**config.mk**
```make
export PLATFORM = sky130hd
export DESIGN_NAME = pix_unpack
export DESIGN_NICKNAME = d
export VERILOG_FILES = /design/src/rtl/pu_pkg.sv /design/src/rtl/pu_word_hold.sv /design/src/rtl/pu_decode.sv /design/src/rtl/pu_chan_order.sv /design/src/rtl/pix_unpack.sv
export SDC_FILE = /design/constraint.sdc
export NUM_CORES = 1
export LEC_CHECK = 0
export ABC_AREA = 1
export BUFFER_PORTS_ARGS = -buffer_cell sky130_fd_sc_hd__buf_2
export CORE_MARGIN = 3
export CORE_UTILIZATION = 45
export CTS_CLUSTER_SIZE = 12
export DETAILED_ROUTE_END_ITERATION = 8
export MAX_ROUTING_LAYER = met4
export PLACE_DENSITY = 0.8
export SLEW_MARGIN = 15
export SYNTH_ARGS = -nofsm -noshare
export SYNTH_HDL_FRONTEND = slang
export SYNTH_SLANG_ARGS = --single-unit
```
**constraint.sdc**
```tcl
create_clock -name clk -period 1.5 [get_ports clk]
set_clock_uncertainty 0.05 [all_clocks]
set_input_delay 0.3 -clock clk [delete_from_list [all_inputs] [get_ports clk]]
set_output_delay 0.3 -clock clk [all_outputs]
set_load 0.01 [all_outputs]
```
**src/rtl/pu_pkg.sv**
```systemverilog
package pu_pkg;

    localparam int CH_W = 8;

    typedef enum logic [1:0] {
        FMT_RGB24   = 2'd0,
        FMT_RGB565  = 2'd1,
        FMT_RGB1555 = 2'd2,
        FMT_RGB4444 = 2'd3
    } pu_fmt_e;

    typedef struct packed {
        logic [CH_W-1:0] r;
        logic [CH_W-1:0] g;
        logic [CH_W-1:0] b;
    } pu_rgb_t;

    // widen a 6-bit channel by repeating its top bits
    function automatic logic [CH_W-1:0] widen6(input logic [5:0] v);
        return {v, v[5:4]};
    endfunction

    function automatic logic [CH_W-1:0] widen5(input logic [4:0] v);
        return {v, v[4:2]};
    endfunction

    function automatic logic [CH_W-1:0] widen4(input logic [3:0] v);
        return {v, v};
    endfunction

endpackage

```
**src/rtl/pu_word_hold.sv**
```systemverilog
module pu_word_hold
    import pu_pkg::*;
#(
    parameter int WORD_W = 32
) (
    input  logic              clk,
    input  logic              rst,
    input  logic [WORD_W-1:0] in_word,
    input  logic              in_valid,
    output logic              in_ready,
    input  pu_fmt_e           fmt_in,
    input  logic              swap_in,
    input  logic              take_en,
    output logic              full,
    output logic              half_sel,
    output logic [WORD_W-1:0] word_q,
    output pu_fmt_e           fmt_q,
    output logic              swap_q
);

    logic full_q;
    logic half_q;
    logic last_pix;
    logic take;
    logic accept;

    // a 24-bit word carries one pixel; a 16-bit word is done after its upper half
    assign last_pix = (fmt_q == FMT_RGB24) || half_q;
    assign take     = take_en && full_q;
    assign in_ready = !full_q || (take && last_pix);
    assign accept   = in_valid && in_ready;

    always_ff @(posedge clk) begin
        if (rst) begin
            full_q <= 1'b0;
            half_q <= 1'b0;
            word_q <= '0;
            fmt_q  <= FMT_RGB24;
            swap_q <= 1'b0;
        end else if (accept) begin
            full_q <= 1'b1;
            half_q <= 1'b0;
            word_q <= in_word;
            fmt_q  <= fmt_in;
            swap_q <= swap_in;
        end else if (take) begin
            if (last_pix) begin
                full_q <= 1'b0;
                half_q <= 1'b0;
            end else begin
                half_q <= 1'b1;
            end
        end
    end

    assign full     = full_q;
    assign half_sel = half_q;

endmodule

```
**src/rtl/pu_decode.sv**
```systemverilog
module pu_decode
    import pu_pkg::*;
#(
    parameter int WORD_W = 32
) (
    input  logic [WORD_W-1:0] word,
    input  logic              half_sel,
    input  pu_fmt_e           fmt,
    output pu_rgb_t           pix
);

    localparam int HALF_W = WORD_W / 2;
    localparam int LANES  = WORD_W / HALF_W;

    logic [HALF_W-1:0] lane [LANES];

    for (genvar gi = 0; gi < LANES; gi++) begin : g_lane
        assign lane[gi] = word[gi*HALF_W +: HALF_W];
    end

    logic [HALF_W-1:0] h;

    always_comb begin
        h = half_sel ? lane[1] : lane[0];
        unique case (fmt)
            FMT_RGB24: begin
                pix.r = word[7:0];
                pix.g = word[15:8];
                pix.b = word[23:16];
            end
            FMT_RGB565: begin
                pix.r = widen5(h[4:0]);
                pix.g = widen6(h[10:5]);
                pix.b = widen5(h[15:11]);
            end
            FMT_RGB1555: begin
                pix.r = widen5(h[4:0]);
                pix.g = widen5(h[9:5]);
                pix.b = widen5(h[14:10]);
            end
            default: begin
                pix.r = widen4(h[3:0]);
                pix.g = widen4(h[7:4]);
                pix.b = widen4(h[11:8]);
            end
        endcase
    end

endmodule

```
**src/rtl/pu_chan_order.sv**
```systemverilog
module pu_chan_order
    import pu_pkg::*;
(
    input  pu_rgb_t pix_in,
    input  logic    swap,
    output pu_rgb_t pix_out
);

    always_comb begin
        pix_out = pix_in;
        if (swap) begin
            pix_out.r = pix_in.b;
            pix_out.b = pix_in.r;
        end
    end

endmodule

```
**src/rtl/pix_unpack.sv**
```systemverilog
module pix_unpack
    import pu_pkg::*;
#(
    parameter int WORD_W = 32
) (
    input  logic              clk,
    input  logic              rst,
    input  logic [WORD_W-1:0] in_word,
    input  logic              in_valid,
    output logic              in_ready,
    input  logic [1:0]        fmt_sel,
    input  logic              swap_rb,
    input  logic              pix_en,
    output logic              pix_valid,
    output logic [CH_W-1:0]   pix_r,
    output logic [CH_W-1:0]   pix_g,
    output logic [CH_W-1:0]   pix_b
);

    logic              full;
    logic              half_sel;
    logic [WORD_W-1:0] word_q;
    pu_fmt_e           fmt_q;
    logic              swap_q;
    pu_rgb_t           raw_pix;
    pu_rgb_t           ord_pix;

    pu_word_hold #(.WORD_W(WORD_W)) u_hold (
        .clk      (clk),
        .rst      (rst),
        .in_word  (in_word),
        .in_valid (in_valid),
        .in_ready (in_ready),
        .fmt_in   (pu_fmt_e'(fmt_sel)),
        .swap_in  (swap_rb),
        .take_en  (pix_en),
        .full     (full),
        .half_sel (half_sel),
        .word_q   (word_q),
        .fmt_q    (fmt_q),
        .swap_q   (swap_q)
    );

    pu_decode #(.WORD_W(WORD_W)) u_dec (
        .word     (word_q),
        .half_sel (half_sel),
        .fmt      (fmt_q),
        .pix      (raw_pix)
    );

    pu_chan_order u_ord (
        .pix_in  (raw_pix),
        .swap    (swap_q),
        .pix_out (ord_pix)
    );

    assign pix_valid = full;
    assign pix_r     = ord_pix.r;
    assign pix_g     = ord_pix.g;
    assign pix_b     = ord_pix.b;

endmodule

```
==> impl_metrics.tcl <==
set metrics [dict create \
    status "finished, violations left" \
    violations "setup timing" \
    drt-pass1-iter-count 5 \
    period_share 1.27 \
    rsz0062_at_grt "yes" \
    finalHoldViolations 0 \
    drv_slew 0 \
    p_per_area_nw_per_um2 837 \
    finalCriticalPeriod_ps 1900 \
    top_layer "met4" \
    drive_gt1_frac 0.390 \
    cp.arrival_ps 1550 \
    postLayoutSetupSlackWorst_ps -399 \
    met3WireLength_microns 741 \
    grt_max_degree 72 \
    ios 65 \
    drv_cap 0 \
    syn_avg_cell_area_sq_um 5.67 \
    pre_cts_slack_ps -138 \
    crit_path_frequent_cell "nand2_1" \
    drc 0 \
    tightestPinTransition_ps 413 \
    grt_pass1_wl_microns 13600 \
    hp-class "input port to register" \
    dieWidth_microns 80.8 \
    ys_seq_elements 37 \
    fill_cells 372 \
    multi_input_area_sq_um 1750 \
    reg2regPathDepth 11 \
    cts-root-buf "clkbuf_8" \
    cts_tree "done" \
    htreeDepth 2 \
    vias 3365 \
    max_stage_delay_ps 380 \
    cp.required_ps 1150 \
    core_area_sq_um 5270 \
    final-setup-viol-count 62 \
    criticalPathCategory "register to output pin" \
    die-height_microns 80.8 \
    dr_wl_met2_microns 4690 \
    path_cells "buf_4 -> nor2_4 -> nand2_2 -> nand4_1 -> nand2_1 -> nand2_1 -> buf_2" \
    grt_usage 0.273 \
    nets 576 \
    cts_sinks 37 \
    area_delta_synth_final_pct 53.9 \
    synth.distinct_cells 20 \
    dieArea_sq_um 6530 \
    crit_end "pix_r[0]" \
    dp_hpwl_microns 5490 \
    grt_pass1_vias 2870 \
    clockBufferDepth 2 \
    leakage_nw 2.14 \
    place.gp.congestion 0.930 \
    ctsHoldBuffers 0 \
    cts_made_buffers 5 \
    wl_met1_microns 3690 \
    utilization 0.735 \
    netlist_area_sq_um 2520 \
    yosysTopAreaCell "dfxtp_1" \
    vdd.ir_drop.worst_mv 0.535 \
    critPathLaunch "u_hold.fmt_q[0]" \
    vias_per_cell 5.53 \
    fmax_mhz 526 \
    r2r_slack_ps -170 \
    yosysWarnings 0 \
    antenna_found_initial 0 \
    drt_iter0_markers 421 \
    seq_area_frac_synth 0.294 \
    crit_path_top_delay_cell "dfxtp_4" \
    synth_nets 483 \
    overflow 0 \
    r2r_end "u_hold.word_q[2]" \
    ant_nets 0 \
    synth_top_area_share 0.294 \
    clock_latency_ps 300 \
    seqCellArea_sq_um 752 \
    cp-start-kind "register" \
    avgRoutedWirePerCell_microns 15.7 \
    critPathCaptureType "output pin" \
    worstPathMaxFanout 6 \
    synth.area.top_cells "dfxtp_1, nand2_1, nand3_1" \
    max-slew-margin-rel 0.725 \
    r2r_start "u_hold.fmt_q[0]" \
    initial_core_util 0.478 \
    postSynthCellCount 444 \
    path_clk_slew_ps 80 \
    fp-row-count 26 \
    wl_microns 9570 \
    antenna_cells 0 \
    io_buffers 64 \
]
routing by layer:
layer,up-vias,track usage
met5,-,-
li1,1576,-
met1,1538,0.334
met3,50,0.0455
met2,201,0.447
met4,0,0.113
cell usage in the layout, fill, tap and decap left out, types with 3 or more instances in the layout:
cell type and n:
buf_8 5, dfxtp_1 34, dfxtp_4 3, nand3_2 29, nand2_2 39, nand3_1 19, nand2_1 151, buf_2 63
clkbuf_8 5, buf_4 19, buf_16 5, buf_6 12, a21oi_2 5, nand2_4 4, nand4_1 14, nor2_4 3
buf_12 9, nor2_1 34, a21oi_1 33, inv_1 40
how the worst min path moves through the flow:
| stage | from | end | slack (ps) | cells after the start |
|---|---|---|---|---|
| 5_1_grt | rst | u_hold.full | 160 | 2 |
| 2_1_floorplan | rst | u_hold.full | 320 | 1 |
| 3_3_place_gp | u_hold.word_q[27] | u_hold.word_q[27] | 420 | 2 |
| 6_report | rst | u_hold.full | 150 | 2 |
| 3_5_place_dp | u_hold.word_q[26] | u_hold.word_q[26] | 420 | 2 |
| 4_1_cts | rst | u_hold.full | 140 | 2 |
repair_timing:
item,4_1_cts,5_1_grt
pin swaps,34,37
endpoints found under the hold margin,0,0
resized for setup,71,61
endpoints found under the setup margin,34,62
gates cloned,7,2
setup buffers,6,7
where the power goes:
group	switching (mW)	internal (mW)
combinational	0.718	0.646
clock	0.377	0.323
sequential	0.109	1.07
synthesized netlist by cell type (all sizes together):
cell / n
nor2: 38
xor2: 1
a21oi: 38
clkinv: 1
nand4: 14
clkbuf: 9
dfxtp: 37
o21ai: 1
nand3: 49
nand2: 194
inv: 42
buf: 20
sequential cells by signal, summed over array words and instances (netlist names):
name             count
u_hold.swap_q        1
u_hold.word_q       32
u_hold.fmt_q         2
u_hold.full          1
u_hold.half_sel      1
area by class of cell:
| cell class | count | share of cell area |
|---|---|---|
| tap | 70 | 0.0226 |
| timing repair buffer | 115 | 0.267 |
| clock buffer | 6 | 0.0187 |
| inverter | 43 | 0.0436 |
| multi-input combinational | 335 | 0.451 |
| clock inverter | 2 | 0.00258 |
| sequential | 37 | 0.194 |
stage by stage:
stage	area, sq um	TNS (ps)	std cells	total power, mW	hold WS, ps
finish	3870	-12350	608	3.24	148
CTS	3580	-12250	602	3.04	140
detailed placement	3040	-2170	581	2.14	423
floorplan	2520	0	444	1.78	319
global route	3870	-14990	608	3.40	163
global placement	3040	-790	581	2.12	419
kinds of logic (layout without fill, tap and decap cells):
| kind of cell | count (synthesis) | in the layout | synth area share |
|---|---|---|---|
| xor gates and xnor gates | 1 | 1 | 0.00348 |
| DFF | 37 | 37 | 0.294 |
| and+or+nand+nor | 295 | 295 | 0.487 |
| buffers and inverters | 72 | 166 | 0.136 |
| AOI/OAI and AO/OA | 39 | 39 | 0.0790 |
critical path: cells and delay by family (launching register included):
| kind | cells | cell delay [ps] |
|---|---|---|
| buffers and inverters | 2 | 260 |
| DFF | 1 | 380 |
| and+or+nand+nor | 5 | 600 |
(Power assumes the default switching activity.)
